<file path="src/rtl/dbgc_pkg.sv">
// Package: bit positions of the debug control/status word and the mode
// view passed between the submodules of dbg_halt_ctl.
package dbgc_pkg;
    localparam int STAT_W  = 8;
    localparam int B_EN    = 7;   // debug enable
    localparam int B_ACT   = 6;   // halted (read only)
    localparam int B_BKEN  = 5;   // breakpoint enable
    localparam int B_FORCE = 4;   // 1 forced stop, 0 opcode marking
    localparam int B_CLK   = 3;   // debug clock select
    localparam int B_WS    = 2;   // wait/stop seen (sticky)
    localparam int B_WSF   = 1;   // access refused: wait/stop (sticky)
    localparam int B_DVF   = 0;   // access refused: slow access (sticky)

    typedef struct packed {
        logic en;
        logic act;
        logic bken;
        logic force_m;
    } dbg_mode_t;
endpackage

</file>
<file path="src/rtl/dbgc_addr_cmp.sv">
// Breakpoint address register and equality comparator.
// Assumes: the register is written only through the debug port strobe;
// the match output is purely combinational on the current address.
module dbgc_addr_cmp #(
    parameter int ADDR_W = 16
) (
    input  logic              clk,
    input  logic              rst_n,
    input  logic              wr,
    input  logic [ADDR_W-1:0] wdata,
    input  logic [ADDR_W-1:0] addr,
    output logic [ADDR_W-1:0] bkpt_q,
    output logic              match
);
    logic [ADDR_W-1:0] bit_eq;

    // Hold the breakpoint address; loaded by the debug port.
    always_ff @(posedge clk) begin
        if (!rst_n)  bkpt_q <= '0;
        else if (wr) bkpt_q <= wdata;
    end

    // Per-bit equality, one cell per address bit.
    for (genvar i = 0; i < ADDR_W; i++) begin : g_eq
        assign bit_eq[i] = ~(addr[i] ^ bkpt_q[i]);
    end

    // Reduce to a single match flag.
    always_comb match = &bit_eq;
endmodule

</file>
<file path="src/rtl/dbgc_trigger.sv">
// Halt decision: keeps the armed forced-stop flag and the opcode mark,
// and issues a registered one-cycle halt request.
// Assumes: cpu_exec refers to the most recently fetched opcode; a fetch and
// an exec in one cycle means the old opcode executes and a new one arrives.
module dbgc_trigger
    import dbgc_pkg::*;
(
    input  logic      clk,
    input  logic      rst_n,
    input  dbg_mode_t mode,
    input  logic      match,
    input  logic      bus_vld,
    input  logic      fetch,
    input  logic      exec,
    input  logic      flush,
    input  logic      ibound,
    input  logic      bgnd_cmd,
    output logic      halt_now,
    output logic      halt_req
);
    logic force_pend, tag_pend;
    logic can_halt, force_fire, tag_fire, bgnd_fire;
    logic force_on, tag_on;

    // Which breakpoint behaviour is live this cycle.
    always_comb begin
        force_on = mode.bken & mode.force_m;
        tag_on   = mode.bken & ~mode.force_m;
    end

    // Candidate halt sources, all blocked while halted or disabled.
    always_comb begin
        can_halt   = mode.en & ~mode.act;
        bgnd_fire  = can_halt & bgnd_cmd;
        force_fire = can_halt & force_on & force_pend & ibound;
        tag_fire   = can_halt & tag_on & tag_pend & exec & ~flush;
        halt_now   = bgnd_fire | force_fire | tag_fire;
    end

    // Arm a forced stop on a matching bus access; drop it once a halt occurs.
    always_ff @(posedge clk) begin
        if (!rst_n)                   force_pend <= 1'b0;
        else if (!force_on || halt_now) force_pend <= 1'b0;
        else if (bus_vld && match)    force_pend <= 1'b1;
    end

    // Track the mark on the latest fetched opcode.
    always_ff @(posedge clk) begin
        if (!rst_n)                                  tag_pend <= 1'b0;
        else if (flush || !tag_on || halt_now)       tag_pend <= 1'b0;
        else if (fetch)                              tag_pend <= match;
        else if (exec)                               tag_pend <= 1'b0;
    end

    // Register the halt request towards the core.
    always_ff @(posedge clk) begin
        if (!rst_n) halt_req <= 1'b0;
        else        halt_req <= halt_now;
    end
endmodule

</file>
<file path="src/rtl/dbgc_ctl_stat.sv">
// Control/status word: writable control bits, halted flag and three sticky
// status flags cleared on a debug-port read (a same-cycle set wins).
// Assumes: only the low eight bits of the write data carry control.
module dbgc_ctl_stat
    import dbgc_pkg::*;
(
    input  logic              clk,
    input  logic              rst_n,
    input  logic              boot_bgnd,
    input  logic              wr_ctl,
    input  logic [STAT_W-1:0] wdata,
    input  logic              rd_stat,
    input  logic              go,
    input  logic              halt_now,
    input  logic              wait_stop,
    input  logic              mem_cmd,
    input  logic              slow_busy,
    output logic [STAT_W-1:0] stat,
    output dbg_mode_t         mode
);
    logic en_q, act_q, bken_q, force_q, clk_q, ws_q, wsf_q, dvf_q;
    logic set_ws, set_wsf, set_dvf;

    // Events that set the sticky flags this cycle.
    always_comb begin
        set_ws  = wait_stop;
        set_wsf = mem_cmd & wait_stop;
        set_dvf = mem_cmd & ~wait_stop & slow_busy;
    end

    // Writable control bits; reset values depend on the boot condition.
    always_ff @(posedge clk) begin
        if (!rst_n) begin
            en_q    <= boot_bgnd;
            bken_q  <= 1'b0;
            force_q <= 1'b0;
            clk_q   <= boot_bgnd;
        end else if (wr_ctl) begin
            en_q    <= wdata[B_EN];
            bken_q  <= wdata[B_BKEN];
            force_q <= wdata[B_FORCE];
            clk_q   <= wdata[B_CLK];
        end
    end

    // Halted flag: set by a halt, cleared by release.
    always_ff @(posedge clk) begin
        if (!rst_n)        act_q <= boot_bgnd;
        else if (halt_now) act_q <= 1'b1;
        else if (go)       act_q <= 1'b0;
    end

    // Sticky status flags with clear-on-read.
    always_ff @(posedge clk) begin
        if (!rst_n) begin
            ws_q  <= 1'b0;
            wsf_q <= 1'b0;
            dvf_q <= 1'b0;
        end else begin
            ws_q  <= set_ws  | (ws_q  & ~rd_stat);
            wsf_q <= set_wsf | (wsf_q & ~rd_stat);
            dvf_q <= set_dvf | (dvf_q & ~rd_stat);
        end
    end

    // Assemble the word and the mode view.
    always_comb begin
        stat          = '0;
        stat[B_EN]    = en_q;
        stat[B_ACT]   = act_q;
        stat[B_BKEN]  = bken_q;
        stat[B_FORCE] = force_q;
        stat[B_CLK]   = clk_q;
        stat[B_WS]    = ws_q;
        stat[B_WSF]   = wsf_q;
        stat[B_DVF]   = dvf_q;
        mode.en       = en_q;
        mode.act      = act_q;
        mode.bken     = bken_q;
        mode.force_m  = force_q;
    end
endmodule

</file>
<file path="src/rtl/dbg_halt_ctl.sv">
// Top: debug halt breakpoint controller. Connects the breakpoint comparator,
// the halt decision and the control/status word.
// Assumes ADDR_W >= 8 so the control write fits in the low data byte.
module dbg_halt_ctl
    import dbgc_pkg::*;
#(
    parameter int ADDR_W = 16
) (
    input  logic              clk,
    input  logic              rst_n,
    input  logic              boot_bgnd,
    input  logic [ADDR_W-1:0] cpu_addr,
    input  logic              cpu_bus_vld,
    input  logic              cpu_fetch,
    input  logic              cpu_exec,
    input  logic              cpu_flush,
    input  logic              cpu_ibound,
    input  logic              cpu_wait_stop,
    input  logic              cpu_slow_busy,
    input  logic              dp_wr_ctl,
    input  logic              dp_rd_stat,
    input  logic              dp_wr_bkpt,
    input  logic              dp_bgnd_cmd,
    input  logic              dp_go,
    input  logic              dp_mem_cmd,
    input  logic [ADDR_W-1:0] dp_wdata,
    output logic [STAT_W-1:0] dp_stat,
    output logic [ADDR_W-1:0] dp_bkpt,
    output logic              halt_req
);
    dbg_mode_t mode;
    logic      match;
    logic      halt_now;

    dbgc_addr_cmp #(.ADDR_W(ADDR_W)) u_cmp (
        .clk    (clk),
        .rst_n  (rst_n),
        .wr     (dp_wr_bkpt),
        .wdata  (dp_wdata),
        .addr   (cpu_addr),
        .bkpt_q (dp_bkpt),
        .match  (match)
    );

    dbgc_trigger u_trig (
        .clk      (clk),
        .rst_n    (rst_n),
        .mode     (mode),
        .match    (match),
        .bus_vld  (cpu_bus_vld),
        .fetch    (cpu_fetch),
        .exec     (cpu_exec),
        .flush    (cpu_flush),
        .ibound   (cpu_ibound),
        .bgnd_cmd (dp_bgnd_cmd),
        .halt_now (halt_now),
        .halt_req (halt_req)
    );

    dbgc_ctl_stat u_stat (
        .clk       (clk),
        .rst_n     (rst_n),
        .boot_bgnd (boot_bgnd),
        .wr_ctl    (dp_wr_ctl),
        .wdata     (dp_wdata[STAT_W-1:0]),
        .rd_stat   (dp_rd_stat),
        .go        (dp_go),
        .halt_now  (halt_now),
        .wait_stop (cpu_wait_stop),
        .mem_cmd   (dp_mem_cmd),
        .slow_busy (cpu_slow_busy),
        .stat      (dp_stat),
        .mode      (mode)
    );
endmodule

</file>
<file path="config.mk">
export PLATFORM = sky130hd
export DESIGN_NAME = dbg_halt_ctl
export DESIGN_NICKNAME = d
export VERILOG_FILES = /design/src/rtl/dbgc_pkg.sv /design/src/rtl/dbgc_addr_cmp.sv /design/src/rtl/dbgc_trigger.sv /design/src/rtl/dbgc_ctl_stat.sv /design/src/rtl/dbg_halt_ctl.sv
export SDC_FILE = /design/constraint.sdc
export NUM_CORES = 1
export LEC_CHECK = 0
export BUFFER_PORTS_ARGS = -buffer_cell sky130_fd_sc_hd__clkbuf_2
export CAP_MARGIN = 20
export CORE_AREA = 4 4 60 62
export DETAILED_ROUTE_END_ITERATION = 7
export DIE_AREA = 0 0 64 66
export GPL_TIMING_DRIVEN = 0
export PLACE_DENSITY = 0.78
export SLEW_MARGIN = 20
export SYNTH_ARGS = -nofsm -noshare
export SYNTH_HDL_FRONTEND = slang
export SYNTH_SLANG_ARGS = --single-unit
</file>
<file path="constraint.sdc">
create_clock -name clk -period 1.5 [get_ports clk]
set_input_delay 0.375 -clock clk [delete_from_list [all_inputs] [get_ports clk]]
set_output_delay 0.375 -clock clk [all_outputs]
set_load 0.02 [all_outputs]
</file>
**After elaboration in Yosys (flattened, before gate mapping)**

Index checks and enable logic that the tools add are counted.

- Register bits after elaboration: 27
- Output and inout port bits: 25
- Word-level logic and storage cells: 93

- Eq/ne operators: 2
- Multiplexer cells: 9
- Bitwise logic cells: 60
- Reduce and logical (&&, ||, !) cells: 10

Operators with widths:

| kind | number |
|---|---|
| $not A1 Y1 | 22 |
| $and A1 B1 Y1 | 17 |
| $reduce_and A16 Y1 | 1 |
| $xor A1 B1 Y1 | 16 |
| $mux W1 | 9 |
| $or A1 B1 Y1 | 5 |
| $reduce_or A2 Y1 | 2 |
| $logic_or A1 B1 Y1 | 3 |
| $ne A3 B1 Y1 const B | 1 |
| $logic_not A1 Y1 | 2 |
| $ne A2 B1 Y1 const B | 1 |
| $reduce_bool A2 Y1 | 1 |
| $logic_and A1 B1 Y1 | 1 |

**Logic depth before layout (Yosys ltp)**

- Depth in word-level cells: 9
- Depth in mapped cells: 4

**Cells and area by module**

Synthesis repeated with hierarchy kept, for this count alone.

- Cell total of the unflattened synthesis: 130
- Area, all modules: 1355.0 um2

Modules (own cells, without submodules):

| module | times used | cells an instance | area each (um2) |
|---|---|---|---|
| dbgc_addr_cmp | 1 | 72 | 788.3 |
| dbgc_ctl_stat | 1 | 42 | 417.9 |
| dbgc_trigger | 1 | 16 | 148.9 |

**Worst setup path before layout**

Ideal clock, no wire load.

- Path kind: in2reg
- From: input cpu_ibound
- To: register u_stat.act_q (enable)
- Data arrival time: 1.055 ns
- Slack: 0.193 ns
- Cell stages on the path: 3
- Path through: a41o_1 -> a221oi_4 -> nand2b_1

- Word-level cells in the longest chain between the ends: 4

Ends and longest elaborated chain:

| element | RTL line | text |
|---|---|---|
| from (decl) | dbg_halt_ctl.sv:17 | `input logic cpu_ibound,` |
| $and A1 B1 Y1 | dbgc_trigger.sv:35 | `force_fire = can_halt & force_on & force_pend & ibound;` |
| $or A1 B1 Y1 (2 in series) | dbgc_trigger.sv:37 | `halt_now = bgnd_fire \| force_fire \| tag_fire;` |
| $ne A3 B1 Y1 (no source line) | n/a |  |
| to (signal assigned) | dbgc_ctl_stat.sv:48 | `if (!rst_n) act_q <= boot_bgnd;` |
| to (decl) | dbgc_ctl_stat.sv:21 | `logic en_q, act_q, bken_q, force_q, clk_q, ws_q, wsf_q, dvf_q;` |

No other way between the ends.
A chain may end at the register's enable or synchronous reset.

**Worst setup path after layout**

- From: register u_stat.act_q
- To: output dp_stat[6]

RTL lines:

| element | RTL line | text |
|---|---|---|
| to (decl) | dbg_halt_ctl.sv:27 | `output logic [STAT_W-1:0] dp_stat,` |

No word-level cell between the ends.

==> flow_metrics.env <==
export IMPL_cts_root_buf="clkbuf_4"
export IMPL_grt_max_degree=16
export IMPL_finalSetupViolations=0
export IMPL_clock_path_buffers=2
export IMPL_top_register="u_cmp.bkpt_q"
export IMPL_cell_internal_pwr_w=0.00103
export IMPL_synth_area_leaders="dfxtp_1 38%, mux2i_1 14%, xor2_1 11%"
export IMPL_end_kind="primary output"
export IMPL_syn_avg_cell_area_um2=9.81
export IMPL_drtIter0Drc=22
export IMPL_synth_main_ff_cell="dfxtp_1"
export IMPL_fmax_mhz=703
export IMPL_met3_usage_pct=3.23
export IMPL_crit_chain="buf_4 > clkbuf_2"
export IMPL_clock_power_share_pct=21.3
export IMPL_synth_nets=178
export IMPL_mostFrequentLayoutCells="71 x clkbuf_2, 24 x nor2_1, 22 x dfxtp_1, 18 x mux2i_1, 16 x xor2_1"
export IMPL_cap_violations=0
export IMPL_tightest_slew_ns=0.468
export IMPL_post_drt_wl_per_cell_um=11.6
export IMPL_pin_count=73
export IMPL_drive_gt1_share_pct=43.9
export IMPL_cpPeakStageDelay_ns=0.44
export IMPL_r2r_setup_slack_ns=0.14
export IMPL_fill_cells=307
export IMPL_drc=0
export IMPL_cts_setup_buffers=0
export IMPL_grtUsageMet1_pct=16.7
export IMPL_max_vdd_ir_drop_mv=0.440
export IMPL_cp_start_kind="flip-flop"
export IMPL_worstSetupPathType="flip-flop to primary output"
export IMPL_grt_overflow=0
export IMPL_fp_coreArea_um2=3030
export IMPL_drtPass1Iterations=4
export IMPL_ys_ff_latch=27
export IMPL_dieWidth_um=64
export IMPL_ant_nets=0
export IMPL_cts_sinks=27
export IMPL_fin_skew_ns=0.00262
export IMPL_run_status="completed"
export IMPL_post_dp_hpwl_um=2350
export IMPL_design_die_area_um2=4220
export IMPL_cts_tree="yes"
export IMPL_via_per_inst=4.47
export IMPL_wirelength_um=2890
export IMPL_netSwitchingFraction_pct=28.5
export IMPL_synth_area_um2=1270
export IMPL_power_frac_comb_pct=22.6
export IMPL_htree_levels=1
export IMPL_critPathMaxFanout=3
export IMPL_rows=20
export IMPL_die_height_um=66
export IMPL_power_density_nw_per_um2=844
export IMPL_start_util_pct=42.1
export IMPL_finalCritPeriodShare_pct=94.8
export IMPL_post_synth_top_area_fraction_pct=37.7
export IMPL_fin_ws_ns=0.0774
export IMPL_diodes=0
export IMPL_rsz0062_at_grt="false"
export IMPL_synth_edf_count=3
export IMPL_area_delta_synth_final_pct=34.5
export IMPL_ys_seq_area_share_pct=44.7
export IMPL_async_flop_share_pct=0
export IMPL_grt_antenna_before_repair=0
export IMPL_clk_pin_slew_ns=0.14
export IMPL_dr_total_vias=1114
export IMPL_hold_path_class="primary input to flip-flop"
export IMPL_cts_buffers=3
export IMPL_max_slew_margin_rel_pct=68.8
export IMPL_ys_warn_count=0
export IMPL_p_switching_w=0.000413
export IMPL_layout_nets=254
export IMPL_io_buffer_count=71
export IMPL_fin_tns_setup_ns=0
export IMPL_min_period_ns=1.42
export IMPL_yosysTopAreaCell="dfxtp_1"
export IMPL_grt_use_met2_pct=25.2
export IMPL_grtUsageTotal_pct=14.2
export IMPL_place_congestion=0.719
export IMPL_layout_commonest_cell="clkbuf_2"
export IMPL_final_hold_violation_count=0
export IMPL_p_leak_nw=0.923
export IMPL_netlist_instances=130
export IMPL_dp_slack_ns=0.0326
export IMPL_largest_reg_flops=16
export IMPL_worstPathArrival_ns=1.05
export IMPL_timing_hold_ws_ns=0.275
export IMPL_clk_latency_ns=0.32
export IMPL_critPathRequiredTime_ns=1.12
export IMPL_grt_pass1_vias=1111
export IMPL_grt_first_pass_wirelength_um=4740
export IMPL_synth_cell_type_count=24
export IMPL_power_frac_seq_pct=56.1
export IMPL_slew_viol_final=0
export IMPL_grt_busiest_layer="met2"
export IMPL_cp_slowest_cell="edfxtp_1"
## critical path, delay by kind of cell, from the launching register on
kind,cells,cell delay [ns]
buf+inv,2,0.29
flops,1,0.44
## synthesized netlist by cell type, types with 2 or more instances
master	count
dfxtp_1	24
nor2_1	24
mux2i_1	18
xor2_1	16
buf_4	8
nand2_1	6
nand4_1	4
nor4_1	4
a21oi_1	3
edfxtp_1	3
buf_2	2
clkbuf_1	2
inv_1	2
nand2b_1	2
nor2b_1	2
o21ai_1	2
## per-stage QoR
stage	area [um2]	power, W	utilization (%)	cells
2_1_floorplan	1270	0.00102	-	130
3_3_place_gp	1690	0.00115	55.7	245
3_5_place_dp	1690	0.00116	55.7	245
4_1_cts	1710	0.00146	56.6	249
5_1_grt	1720	0.00153	56.7	249
6_report	1720	0.00145	56.7	249
## final cells by class
type                       instances  area [um2]  area share [%]
multi-input combinational         89         619            36.1
sequential                        27         573            33.4
timing repair buffer              71         355            20.7
buffer                            12        77.6            4.52
tap                               44        55.1            3.21
clock buffer                       3        22.5            1.31
inverter                           2        7.51           0.438
clock inverter                     1        5.00           0.292
## power groups by stage
stage	registers, W	logic, W	clock network [W]
global placement	0.000826	0.000326	0
finish	0.000812	0.000326	0.000309
CTS	0.000812	0.000331	0.000322
floorplan	0.000853	0.000169	0
global route	0.000819	0.000362	0.000350
detailed placement	0.000827	0.000329	0
## per-layer routing
metal	vias up	routed length, um
li1	582	-
met2	42	1420
met4	0	29
met3	4	226
met1	486	1210
met5	-	0
## path summary, 6_finish.rpt
check / startpoint / to / depth (start not counted)
worst max-delay path: u_stat.act_q / dp_stat[6] / 2
worst min-delay path: dp_wdata[12] / u_cmp.bkpt_q[12] / 3
worst max register to register: u_stat.force_q / u_stat.act_q / 3
worst min register to register: u_trig.force_pend / u_trig.force_pend / 2
## logic make-up after synthesis
group                     synth area share [%]
muxes                                     14.1
xor gates and xnor gates                  11.0
DFF                                       44.7
AOI/OAI and AO/OA                         6.18
buffers and inverters                     6.67
and+or+nand+nor                           17.3
## what timing repair did
item / CTS / global route
setup endpoints to repair: 0 / 2
gates resized for setup: 0 / 2
hold buffers: 0 / 0
Power figures use the tool's default switching activity.
